**config.mk**
```make
export PLATFORM = sky130hd
export DESIGN_NAME = sdram_lp_seq
export DESIGN_NICKNAME = d
export VERILOG_FILES = /design/src/rtl/sdram_lp_pkg.sv /design/src/rtl/lp_idle_timer.sv /design/src/rtl/lp_ref_timer.sv /design/src/rtl/lp_wait_cnt.sv /design/src/rtl/sdram_lp_seq.sv
export SDC_FILE = /design/constraint.sdc
export NUM_CORES = 1
export LEC_CHECK = 0
export ABC_AREA = 1
export BUFFER_PORTS_ARGS = -buffer_cell sky130_fd_sc_hd__buf_2
export CAP_MARGIN = 25
export CORE_MARGIN = 5
export CORE_UTILIZATION = 60
export CTS_CLUSTER_SIZE = 10
export DETAILED_ROUTE_END_ITERATION = 16
export GPL_TIMING_DRIVEN = 1
export PLACE_DENSITY_LB_ADDON = 0.1
export SETUP_SLACK_MARGIN = 0.5
export SYNTH_ARGS = -nofsm -noshare
export SYNTH_HDL_FRONTEND = slang
export SYNTH_SLANG_ARGS = --single-unit
```
**constraint.sdc**
```tcl
create_clock -name clk -period 6 [get_ports clk]
set_input_delay 1.2 -clock clk [delete_from_list [all_inputs] [get_ports clk]]
set_output_delay 1.2 -clock clk [all_outputs]
set_load 0.02 [all_outputs]
```
**src/rtl/sdram_lp_pkg.sv**
```systemverilog
package sdram_lp_pkg;

    typedef enum logic [1:0] {
        LPM_OFF = 2'd0,
        LPM_SR  = 2'd1,
        LPM_PD  = 2'd2,
        LPM_DPD = 2'd3
    } lp_mode_e;

    typedef enum logic [3:0] {
        ST_ACTIVE,
        ST_PRE,
        ST_TRP,
        ST_SR_ENTRY,
        ST_SR_HOLD,
        ST_SR_EXIT,
        ST_PD_HOLD,
        ST_PD_EXIT,
        ST_PD_WAKE,
        ST_PD_REF,
        ST_TRC,
        ST_DPD_ENTRY,
        ST_DPD_HOLD,
        ST_DPD_EXIT,
        ST_REINIT
    } lp_state_e;

    typedef struct packed {
        logic cs_n;
        logic ras_n;
        logic cas_n;
        logic we_n;
    } sd_cmd_t;

    localparam sd_cmd_t CMD_NOP = '{cs_n: 1'b0, ras_n: 1'b1, cas_n: 1'b1, we_n: 1'b1};
    localparam sd_cmd_t CMD_PRE = '{cs_n: 1'b0, ras_n: 1'b0, cas_n: 1'b1, we_n: 1'b0};
    localparam sd_cmd_t CMD_REF = '{cs_n: 1'b0, ras_n: 1'b0, cas_n: 1'b0, we_n: 1'b1};
    localparam sd_cmd_t CMD_BST = '{cs_n: 1'b0, ras_n: 1'b1, cas_n: 1'b1, we_n: 1'b0};

    localparam int IDLE_W = 9;

    function automatic logic [IDLE_W-1:0] timeout_cycles(input logic [1:0] code);
        logic [IDLE_W-1:0] r;
        case (code)
            2'd1:    r = IDLE_W'(64);
            2'd2:    r = IDLE_W'(128);
            2'd3:    r = IDLE_W'(256);
            default: r = '0;
        endcase
        return r;
    endfunction

    function automatic int imax(input int a, input int b);
        return (a > b) ? a : b;
    endfunction

endpackage

```
**src/rtl/lp_idle_timer.sv**
```systemverilog
module lp_idle_timer #(
    parameter int CNT_W = 9
) (
    input  logic             clk,
    input  logic             rst,
    input  logic             run,
    input  logic [CNT_W-1:0] limit,
    output logic             expired
);
    logic [CNT_W-1:0] cnt;

    always_ff @(posedge clk) begin
        if (rst || !run) begin
            cnt <= '0;
        end else if (cnt != {CNT_W{1'b1}}) begin
            cnt <= cnt + 1'b1;
        end
    end

    assign expired = run && (cnt >= limit);

    AST_NO_OVERFLOW: assert property (@(posedge clk) disable iff (rst)
        (cnt == {CNT_W{1'b1}}) |=> (cnt == {CNT_W{1'b1}} || cnt == '0));

endmodule

```
**src/rtl/lp_ref_timer.sv**
```systemverilog
module lp_ref_timer #(
    parameter int REF_INT = 780
) (
    input  logic clk,
    input  logic rst,
    input  logic run,
    output logic tick
);
    localparam int W = $clog2(REF_INT) + 1;
    localparam logic [W-1:0] LAST = W'(REF_INT - 1);

    logic [W-1:0] cnt;

    always_ff @(posedge clk) begin
        if (rst || !run || tick) begin
            cnt <= '0;
        end else begin
            cnt <= cnt + 1'b1;
        end
    end

    assign tick = run && (cnt == LAST);

    AST_REF_RANGE: assert property (@(posedge clk) disable iff (rst)
        run |-> (cnt <= LAST));

endmodule

```
**src/rtl/lp_wait_cnt.sv**
```systemverilog
module lp_wait_cnt #(
    parameter int W = 4
) (
    input  logic         clk,
    input  logic         rst,
    input  logic         load,
    input  logic [W-1:0] load_val,
    output logic         zero
);
    logic [W-1:0] cnt;

    always_ff @(posedge clk) begin
        if (rst) begin
            cnt <= '0;
        end else if (load) begin
            cnt <= load_val;
        end else if (cnt != '0) begin
            cnt <= cnt - 1'b1;
        end
    end

    assign zero = (cnt == '0);

endmodule

```
**src/rtl/sdram_lp_seq.sv**
```systemverilog
module sdram_lp_seq
    import sdram_lp_pkg::*;
#(
    parameter int T_RP    = 3,
    parameter int T_RC    = 8,
    parameter int T_XSR   = 10,
    parameter int T_DPDX  = 20,
    parameter int REF_INT = 780
) (
    input  logic       clk,
    input  logic       rst,
    input  logic [1:0] cfg_mode,
    input  logic [1:0] cfg_timeout,
    input  logic       acc_req,
    input  logic       reinit_done,
    output logic       grant,
    output logic       busy,
    output logic       reinit_req,
    output logic       sd_cke,
    output logic       sd_cs_n,
    output logic       sd_ras_n,
    output logic       sd_cas_n,
    output logic       sd_we_n,
    output logic       sd_a10
);
    localparam int MAX_WAIT = imax(imax(T_RP, T_RC), imax(T_XSR, T_DPDX));
    localparam int WAIT_W   = $clog2(MAX_WAIT + 1);
    localparam int SREF_W   = $clog2(T_RC + 1);

    lp_state_e         state, state_nxt;
    lp_mode_e          mode_q;
    logic              idle_expired;
    logic              ref_tick;
    logic              wait_zero;
    logic              wait_load;
    logic [WAIT_W-1:0] wait_val;
    logic [IDLE_W-1:0] idle_limit;
    sd_cmd_t           cmd;

    // Deep power-down enters at once; the other modes wait out the timeout.
    assign idle_limit = (lp_mode_e'(cfg_mode) == LPM_DPD) ? '0 : timeout_cycles(cfg_timeout);

    lp_idle_timer #(.CNT_W(IDLE_W)) u_idle (
        .clk     (clk),
        .rst     (rst),
        .run     (state == ST_ACTIVE && !acc_req),
        .limit   (idle_limit),
        .expired (idle_expired)
    );

    lp_ref_timer #(.REF_INT(REF_INT)) u_ref (
        .clk  (clk),
        .rst  (rst),
        .run  (state == ST_PD_HOLD),
        .tick (ref_tick)
    );

    lp_wait_cnt #(.W(WAIT_W)) u_wait (
        .clk      (clk),
        .rst      (rst),
        .load     (wait_load),
        .load_val (wait_val),
        .zero     (wait_zero)
    );

    always_comb begin
        state_nxt = state;
        case (state)
            ST_ACTIVE:    if (lp_mode_e'(cfg_mode) != LPM_OFF && idle_expired) state_nxt = ST_PRE;
            ST_PRE:       state_nxt = ST_TRP;
            ST_TRP: begin
                if (wait_zero) begin
                    case (mode_q)
                        LPM_SR:  state_nxt = ST_SR_ENTRY;
                        LPM_PD:  state_nxt = ST_PD_HOLD;
                        LPM_DPD: state_nxt = ST_DPD_ENTRY;
                        default: state_nxt = ST_ACTIVE;
                    endcase
                end
            end
            ST_SR_ENTRY:  state_nxt = ST_SR_HOLD;
            ST_SR_HOLD:   if (acc_req) state_nxt = ST_SR_EXIT;
            ST_SR_EXIT:   if (wait_zero) state_nxt = ST_ACTIVE;
            ST_PD_HOLD: begin
                if (acc_req)       state_nxt = ST_PD_EXIT;
                else if (ref_tick) state_nxt = ST_PD_WAKE;
            end
            ST_PD_EXIT:   state_nxt = ST_ACTIVE;
            ST_PD_WAKE:   state_nxt = ST_PD_REF;
            ST_PD_REF:    state_nxt = ST_TRC;
            ST_TRC:       if (wait_zero) state_nxt = acc_req ? ST_ACTIVE : ST_PD_HOLD;
            ST_DPD_ENTRY: state_nxt = ST_DPD_HOLD;
            ST_DPD_HOLD:  if (acc_req) state_nxt = ST_DPD_EXIT;
            ST_DPD_EXIT:  if (wait_zero) state_nxt = ST_REINIT;
            ST_REINIT:    if (reinit_done) state_nxt = ST_ACTIVE;
            default:      state_nxt = ST_ACTIVE;
        endcase
    end

    // Timed states are loaded with their length minus one on entry.
    always_comb begin
        wait_load = (state_nxt != state);
        case (state_nxt)
            ST_TRP:      wait_val = WAIT_W'(T_RP - 2);
            ST_SR_EXIT:  wait_val = WAIT_W'(T_XSR - 1);
            ST_TRC:      wait_val = WAIT_W'(T_RC - 2);
            ST_DPD_EXIT: wait_val = WAIT_W'(T_DPDX - 1);
            default:     wait_val = '0;
        endcase
    end

    always_ff @(posedge clk) begin
        if (rst) begin
            state  <= ST_ACTIVE;
            mode_q <= LPM_OFF;
        end else begin
            state <= state_nxt;
            if (state == ST_ACTIVE && state_nxt == ST_PRE) begin
                mode_q <= lp_mode_e'(cfg_mode);
            end
        end
    end

    always_comb begin
        cmd        = CMD_NOP;
        sd_a10     = 1'b0;
        sd_cke     = 1'b1;
        grant      = 1'b0;
        busy       = 1'b1;
        reinit_req = 1'b0;
        case (state)
            ST_ACTIVE: begin
                grant = 1'b1;
                busy  = 1'b0;
            end
            ST_PRE: begin
                cmd    = CMD_PRE;
                sd_a10 = 1'b1;
            end
            ST_SR_ENTRY: begin
                cmd    = CMD_REF;
                sd_cke = 1'b0;
            end
            ST_SR_HOLD, ST_PD_HOLD, ST_DPD_HOLD: begin
                sd_cke = 1'b0;
                busy   = 1'b0;
            end
            ST_PD_REF:    cmd = CMD_REF;
            ST_DPD_ENTRY: begin
                cmd    = CMD_BST;
                sd_cke = 1'b0;
            end
            ST_REINIT: begin
                busy       = 1'b0;
                reinit_req = 1'b1;
            end
            default: ;
        endcase
    end

    assign sd_cs_n  = cmd.cs_n;
    assign sd_ras_n = cmd.ras_n;
    assign sd_cas_n = cmd.cas_n;
    assign sd_we_n  = cmd.we_n;

    // Cycles since the last refresh issued with clock enable high.
    logic [SREF_W-1:0] since_ref;
    always_ff @(posedge clk) begin
        if (rst) begin
            since_ref <= SREF_W'(T_RC);
        end else if (cmd == CMD_REF && sd_cke) begin
            since_ref <= SREF_W'(1);
        end else if (since_ref != SREF_W'(T_RC)) begin
            since_ref <= since_ref + 1'b1;
        end
    end

    AST_IDLE_ENTRY: assert property (@(posedge clk) disable iff (rst)
        $fell(grant) |-> $past(!acc_req));
    AST_MODE_OFF_STAYS: assert property (@(posedge clk) disable iff (rst)
        $past(grant && cfg_mode == 2'd0) |-> grant);
    AST_TRP_GAP: assert property (@(posedge clk) disable iff (rst)
        (cmd == CMD_PRE) |=> (cmd == CMD_NOP && !grant));
    AST_REF_TO_GRANT: assert property (@(posedge clk) disable iff (rst)
        $rose(grant) |-> (since_ref >= SREF_W'(T_RC)));
    AST_REINIT_HOLD: assert property (@(posedge clk) disable iff (rst)
        (reinit_req && !reinit_done) |=> (reinit_req && !grant));
    AST_GRANT_CKE: assert property (@(posedge clk) disable iff (rst)
        grant |-> (sd_cke && !busy));

endmodule

```
==> results of run 1 <==
[cell type report]
| class | count | area, µm² |
|---|---|---|
| Fill cell | 328 | 1080 |
| Clock inverter | 2 | 35.0 |
| Timing Repair Buffer | 15 | 75.1 |
| Tap cell | 46 | 57.6 |
| Clock buffer | 6 | 51.3 |
| Inverter | 47 | 178 |
| Sequential cell | 31 | 621 |
| Multi-Input combinational cell | 249 | 1240 |
[sequential cells by signal, indices dropped and copies added, names as in the netlist]
name / count
u_idle.cnt: 9
u_ref.cnt: 11
state: 4
mode_q: 2
u_wait.cnt: 5
[worst max-delay path: stages (launching register included)]
cell	delay, ps
dfxtp_1	550
inv_2	130
nor2_1	180
nand2_2	90
inv_1	140
nor2_1	60
buf_2	150
[cells by family (layout without fill, tap and decap cells)]
| kind of cell | after synthesis | in the layout | share of synthesized area, % |
|---|---|---|---|
| flops | 31 | 31 | 30.1 |
| compound gates | 34 | 34 | 8.68 |
| buf+inv | 51 | 70 | 9.83 |
| xor+xnor | 9 | 9 | 3.82 |
| fa+ha+maj | 8 | 8 | 4.85 |
| other cells | 1 | 1 | 0.182 |
| simple gates | 197 | 197 | 42.5 |
[power groups by stage]
stage,logic (µW),clock network (µW),registers (µW)
finish,247,175,238
detailed placement,244,0,243
global placement,242,0,243
floorplan,203,0,238
CTS,246,179,238
global route,280,188,241
[through the flow]
| step | setup slack (ps) | cell area [µm²] | util, % | hold WS (ps) | cells |
|---|---|---|---|---|---|
| detailed placement | 2890 | 2170 | 65.0 | 480 | 388 |
| finish | 3150 | 2260 | 67.6 | 490 | 396 |
| floorplan | 3220 | 2060 | - | 442 | 331 |
| CTS | 3140 | 2260 | 67.6 | 494 | 396 |
| global placement | 3000 | 2170 | 65.0 | 456 | 388 |
| global route | 2960 | 2260 | 67.6 | 502 | 396 |
[path summary, 6_finish.rpt]
kind	startpoint	endpoint	cells past startpoint
max	state[2]	sd_cke	6
min	u_idle.cnt[8]	u_idle.cnt[8]	2
max reg2reg	u_wait.cnt[1]	u_wait.cnt[3]	13
min reg2reg	u_idle.cnt[8]	u_idle.cnt[8]	2
[cells in the mapped netlist]
master	number
buf_4	2
nand2_2	5
nor2_2	5
o21ai_1	2
a21oi_1	24
nand4_1	7
nand2_1	84
and3_1	1
xnor2_1	2
nor3b_1	2
buf_2	2
nand3b_1	2
nand3_1	20
a21o_1	1
dfxtp_1	31
inv_2	4
inv_1	40
xor2_1	7
clkinv_2	1
nor2_4	2
conb_1	1
nand2_4	3
nor4_1	1
clkinv_1	2
ha_1	8
a21oi_2	1
nor2_1	57
nor3_1	6
o21ai_0	5
o21a_1	1
or2_2	2
[routing by layer]
metal  wire length, µm  vias up
li1                  -     1078
met1              2030      878
met2              2110       30
met3               153       12
met4               104        0
met5                 0        -
==> impl_metrics.env, run 1 <==
export IMPL_grt_use_met2_pct=37.5
export IMPL_grt_use_met3_pct=5.02
export IMPL_clock_root_buffer="clkbuf_4"
export IMPL_rows=21
export IMPL_slew_violations=0
export IMPL_yosysSeqAreaShare_pct=30.1
export IMPL_die_area_um2=4710
export IMPL_power_internal_uw=406
export IMPL_initial_utilization_pct=61.8
export IMPL_ios=17
export IMPL_cts_sinks=31
export IMPL_syn_inst=331
export IMPL_grt_pass1_vias=1776
export IMPL_fin_skew_ps=13.6
export IMPL_ys_ff_latch=31
export IMPL_synth_nets=347
export IMPL_grtUsageMet1_pct=25.4
export IMPL_portBuffers=15
export IMPL_ys_types=31
export IMPL_max_freq_mhz=351
export IMPL_grt_busiest_layer="met2"
export IMPL_p_per_area_nw_per_um2=293
export IMPL_grt_pass1_wl_um=7610
export IMPL_clock_latency_ps=340
export IMPL_fin_crit_ps=2850
export IMPL_syn2layout_area_growth_pct=9.41
export IMPL_synth_avg_cell_area_um2=6.23
export IMPL_power_uw=660
export IMPL_post_drt_wl_per_cell_um=11.1
export IMPL_critPathKind="flop to output pin"
export IMPL_drc_errors=0
export IMPL_grt_overflow=0
export IMPL_grt_usage_pct=21.5
export IMPL_die_h_um=68.6
export IMPL_swShare_pct=38.5
export IMPL_via_per_inst=5.05
export IMPL_postCtsResizedCells=0
export IMPL_final_common_cell="nand2_1"
export IMPL_worstPathArrival_ps=1650
export IMPL_dr_pass1_iters=4
export IMPL_power_leakage_uw=0.00111
export IMPL_clockBufferDepth=2
export IMPL_crit_required_ps=4800
export IMPL_seq_power_share_pct=36.1
export IMPL_hold_path_class="flop to flop"
export IMPL_ant_nets=0
export IMPL_nets=365
export IMPL_outcome="complete, no violations"
export IMPL_syn_cell_area_um2=2060
export IMPL_n_antenna_cell=0
export IMPL_clkTransAtPathRegs_ps=110
export IMPL_gp_congestion=0.867
export IMPL_die_w_um=68.6
export IMPL_switchingPower_uw=254
export IMPL_ctsHoldBuffers=0
export IMPL_setup_viol_count_final=0
export IMPL_grt_max_degree=13
export IMPL_synth_top_area_share_pct=30.1
export IMPL_ir_drop_uv=207
export IMPL_grt_antenna_before_repair=0
export IMPL_period_share_pct=47.5
export IMPL_r2r_slack_ps=3550
export IMPL_yosys_warnings=0
export IMPL_postCtsSetupRepairBufs=0
export IMPL_final_cell_mix="nand2_1, nor2_1, inv_1"
export IMPL_dpl_hpwl_um=3430
export IMPL_synth_area_leaders="dfxtp_1, nand2_1, nor2_1"
export IMPL_drt_initial_drc_count=125
export IMPL_start_kind="flop"
export IMPL_combPwrFrac_pct=37.4
export IMPL_cts_tree="built"
export IMPL_htreeDepth=2
export IMPL_path_max_fanout=8
export IMPL_synth_top_cell_by_area="dfxtp_1"
export IMPL_cp_end_kind="output pin"
export IMPL_drv_cap=0
export IMPL_drive_above_1_share_pct=13.1
export IMPL_rsz0062_at_grt="false"
export IMPL_coreArea_um2=3340
export IMPL_clockPowerShare_pct=26.5
export IMPL_wl_um=4400
export IMPL_hold_viol=0
export IMPL_cts_buffers=5
export IMPL_routed_via_count=1998
export IMPL_fin_tns_setup_ps=0
(Power assumes the default switching activity.)
==> run 2, diff against run 1 <==
--- a/config.mk
+++ b/config.mk
@@ -5,11 +5,11 @@
 export SDC_FILE = /design/constraint.sdc
 export NUM_CORES = 1
 export LEC_CHECK = 0
-export ABC_AREA = 1
+export ABC_AREA = 0
 export BUFFER_PORTS_ARGS = -buffer_cell sky130_fd_sc_hd__buf_2
 export CAP_MARGIN = 25
 export CORE_MARGIN = 5
-export CORE_UTILIZATION = 60
+export CORE_UTILIZATION = 58
 export CTS_CLUSTER_SIZE = 10
 export DETAILED_ROUTE_END_ITERATION = 16
 export GPL_TIMING_DRIVEN = 1
==> constraint.sdc (replaced) <==
create_clock -name clk -period 2.7 [get_ports clk]
set_input_delay 0.54 -clock clk [delete_from_list [all_inputs] [get_ports clk]]
set_output_delay 0.54 -clock clk [all_outputs]
set_load 0.02 [all_outputs]
==> run 2 against run 1 <==
Net effect:
- wire length is 14% higher
- worst hold slack better by 7.1 ps
- cell area is 1.4% higher
- setup slack worse by 2800 ps
- die area is 6.5% lower
- critical path depth is 2 higher
- count of clock-buffer cells in the layout stayed put
- utilization is 7.4 points higher
==> impl_metrics.env, run 2 <==
export IMPL_coreArea_um2=3050
export IMPL_ys_ff_latch=31
export IMPL_cp_end_kind="flop"
export IMPL_post_dp_cell_area_um2=1990
export IMPL_synth_nets=242
export IMPL_routed_via_count=1861
export IMPL_via_per_inst=6.12
export IMPL_synthMostInstantiatedCell="nor2_1"
export IMPL_drv_cap=0
export IMPL_hold_path_class="flop to flop"
export IMPL_dr_pass1_iters=5
export IMPL_n_antenna_cell=0
export IMPL_synth_edf_count=0
export IMPL_rsz0062_at_grt="true"
export IMPL_synth_simple_gate_area_share_pct=32.0
export IMPL_dpl_hpwl_um=3240
export IMPL_rows=20
export IMPL_clock_latency_ps=330
export IMPL_start_kind="flop"
export IMPL_drt_initial_drc_count=274
export IMPL_final_cell_mix="nor2_1, dfxtp_1, buf_4"
export IMPL_grt_pass1_wl_um=8050
export IMPL_drive_above_1_share_pct=30.0
export IMPL_ir_drop_uv=375
export IMPL_clkTransAtPathRegs_ps=100
export IMPL_synth_area_leaders="dfxtp_1, nor2_1, xor2_1"
export IMPL_setup_viol_count_final=0
export IMPL_portBuffers=15
export IMPL_initial_utilization_pct=60.4
export IMPL_synthXorXnorAreaFrac_pct=9.03
export IMPL_cp_buffers_inverters=2
export IMPL_largest_register_ffs=11
export IMPL_ys_types=54
export IMPL_ys_async_sr_fraction_pct=0
export IMPL_seq_power_share_pct=33.0
export IMPL_cts_buffers=5
export IMPL_path_max_fanout=15
export IMPL_ys_flop_type="dfxtp_1"
export IMPL_grt_max_degree=16
export IMPL_yosysSeqAreaShare_pct=33.7
export IMPL_ant_nets=0
export IMPL_cp_slowest_cell="dfxtp_2"
export IMPL_cp_top_family="compound AO/OA/AOI/OAI gates"
export IMPL_cts_sinks=31
export IMPL_muxShareOfSynthArea_pct=2.99
export IMPL_synth_top_cell_by_area="dfxtp_1"
export IMPL_grt_antenna_before_repair=0
export IMPL_critPathKind="flop to flop"
export IMPL_die_area_um2=4400
export IMPL_hold_viol=0
export IMPL_design_area_um2=2290
export IMPL_synth_avg_cell_area_um2=8.15
export IMPL_synth_compound_area_share_pct=12.1
export IMPL_grt_usage_pct=23.6
export IMPL_regMostFlops="u_ref.cnt"
export IMPL_gp_congestion=0.923
export IMPL_die_h_um=66.4
export IMPL_fin_tns_setup_ps=0
export IMPL_clockBufferDepth=2
export IMPL_clock_root_buffer="clkbuf_4"
export IMPL_path_cells="inv_1 -> and3_1 -> a41oi_2 -> nand4_1 -> a2111o_2 -> buf_6 -> o32a_1 -> nor3_1"
export IMPL_syn_inst=226
export IMPL_yosys_warnings=0
export IMPL_cpPeakStageDelay_ps=560
export IMPL_switchingPower_uw=576
export IMPL_ios=17
export IMPL_htreeDepth=2
export IMPL_synth_top_family_by_area="simple AND/OR/NAND/NOR gates"
export IMPL_p_per_area_nw_per_um2=726
export IMPL_period_share_pct=86.3
export IMPL_crit_required_ps=2970
export IMPL_fin_skew_ps=9.93
export IMPL_whs_ps=497
export IMPL_top_regs="u_ref.cnt x11, u_idle.cnt x9, u_wait.cnt x5"
export IMPL_power_leakage_uw=0.000901
export IMPL_syn2layout_area_growth_pct=24.2
export IMPL_grt_pass1_vias=1781
export IMPL_slew_violations=0
export IMPL_outcome="complete, no violations"
export IMPL_synthAdderAreaFrac_pct=5.43
export IMPL_die_w_um=66.4
export IMPL_synth_top_area_share_pct=33.7
export IMPL_swShare_pct=34.7
export IMPL_syn_cell_area_um2=1840
export IMPL_clockPowerShare_pct=23.0
export IMPL_synth_common_cells="nor2_1, dfxtp_1, inv_1"
export IMPL_max_freq_mhz=429
export IMPL_worstPathArrival_ps=2600
export IMPL_fin_crit_ps=2330
export IMPL_wl_um=5030
export IMPL_post_drt_wl_per_cell_um=16.5
export IMPL_nets=275
export IMPL_drc_errors=0
export IMPL_combPwrFrac_pct=44.0
export IMPL_grt_overflow=0
export IMPL_cts_tree="built"
export IMPL_power_internal_uw=1090
export IMPL_final_common_cell="nor2_1"
[run 2: changes by cell type after synthesis, sizes merged, moves of 5 or more]
cell | previous run | this run
or3 | 0 | 6
a21oi | 25 | 8
xnor2 | 2 | 7
clkbuf | 0 | 5
nor2 | 64 | 38
xor2 | 7 | 12
nand2 | 92 | 13
inv | 44 | 13
nand3 | 20 | 12
[run 2: worst paths after layout]
kind	from	to	slack (ps)	cells after the start
max	state[2]	u_wait.cnt[2]	370	8
min	u_ref.cnt[0]	u_ref.cnt[0]	500	1
max reg2reg	state[2]	u_wait.cnt[2]	370	8
min reg2reg	u_ref.cnt[0]	u_ref.cnt[0]	500	1
[run 2: kinds of logic after synthesis]
group | count (synthesis)
simple gates | 110
compound gates | 31
flops | 31
buf+inv | 21
xor+xnor | 19
fa+ha+maj | 8
mux | 5
other cells | 1
[run 2: metrics by stage]
step / setup WS, ps / utilization [%] / instances / power (µW)
2_1_floorplan: 321 / - / 226 / 908
3_3_place_gp: 236 / 65.2 / 283 / 1020
3_5_place_dp: 167 / 65.2 / 283 / 1050
4_1_cts: 424 / 71.9 / 301 / 1550
5_1_grt: 259 / 75.0 / 304 / 1750
6_report: 369 / 75.0 / 304 / 1660
[run 2: timing repair]
action / CTS / global route
buffers inserted: 10 / 3
pin swaps: 6 / 7
endpoints found under the hold margin: 0 / 0
setup endpoints to repair: 8 / 8
gates resized for setup: 17 / 14
hold buffers: 0 / 0
[run 2: per-layer routing]
metal,wire length (µm),GRT usage (%)
met5,0,0
met2,2450,38.7
met4,126,11.9
met1,2050,29.1
met3,400,4.76
[run 2: layout make-up]
class	instances	area [µm²]
multi-input combinational	174	1240
fill	237	764
sequential	31	632
timing repair buffer	34	225
tap	44	55.1
inverter	13	52.6
clock buffer	6	51.3
clock inverter	2	35.0
[run 2: power groups by stage]
stage / Sequential [µW] / Combinational [µW] / Clock, µW
4_1_cts: 543 / 618 / 386
2_1_floorplan: 535 / 373 / 0
3_3_place_gp: 547 / 478 / 0
6_report: 549 / 731 / 382
5_1_grt: 554 / 786 / 413
3_5_place_dp: 553 / 494 / 0
[run 2: worst register-to-register path, stage by stage, from the launching register on]
cell,delay [ps]
dfxtp_2,560
inv_1,120
and3_1,230
a41oi_2,220
nand4_1,150
a2111o_2,510
buf_6,160
o32a_1,150
nor3_1,160
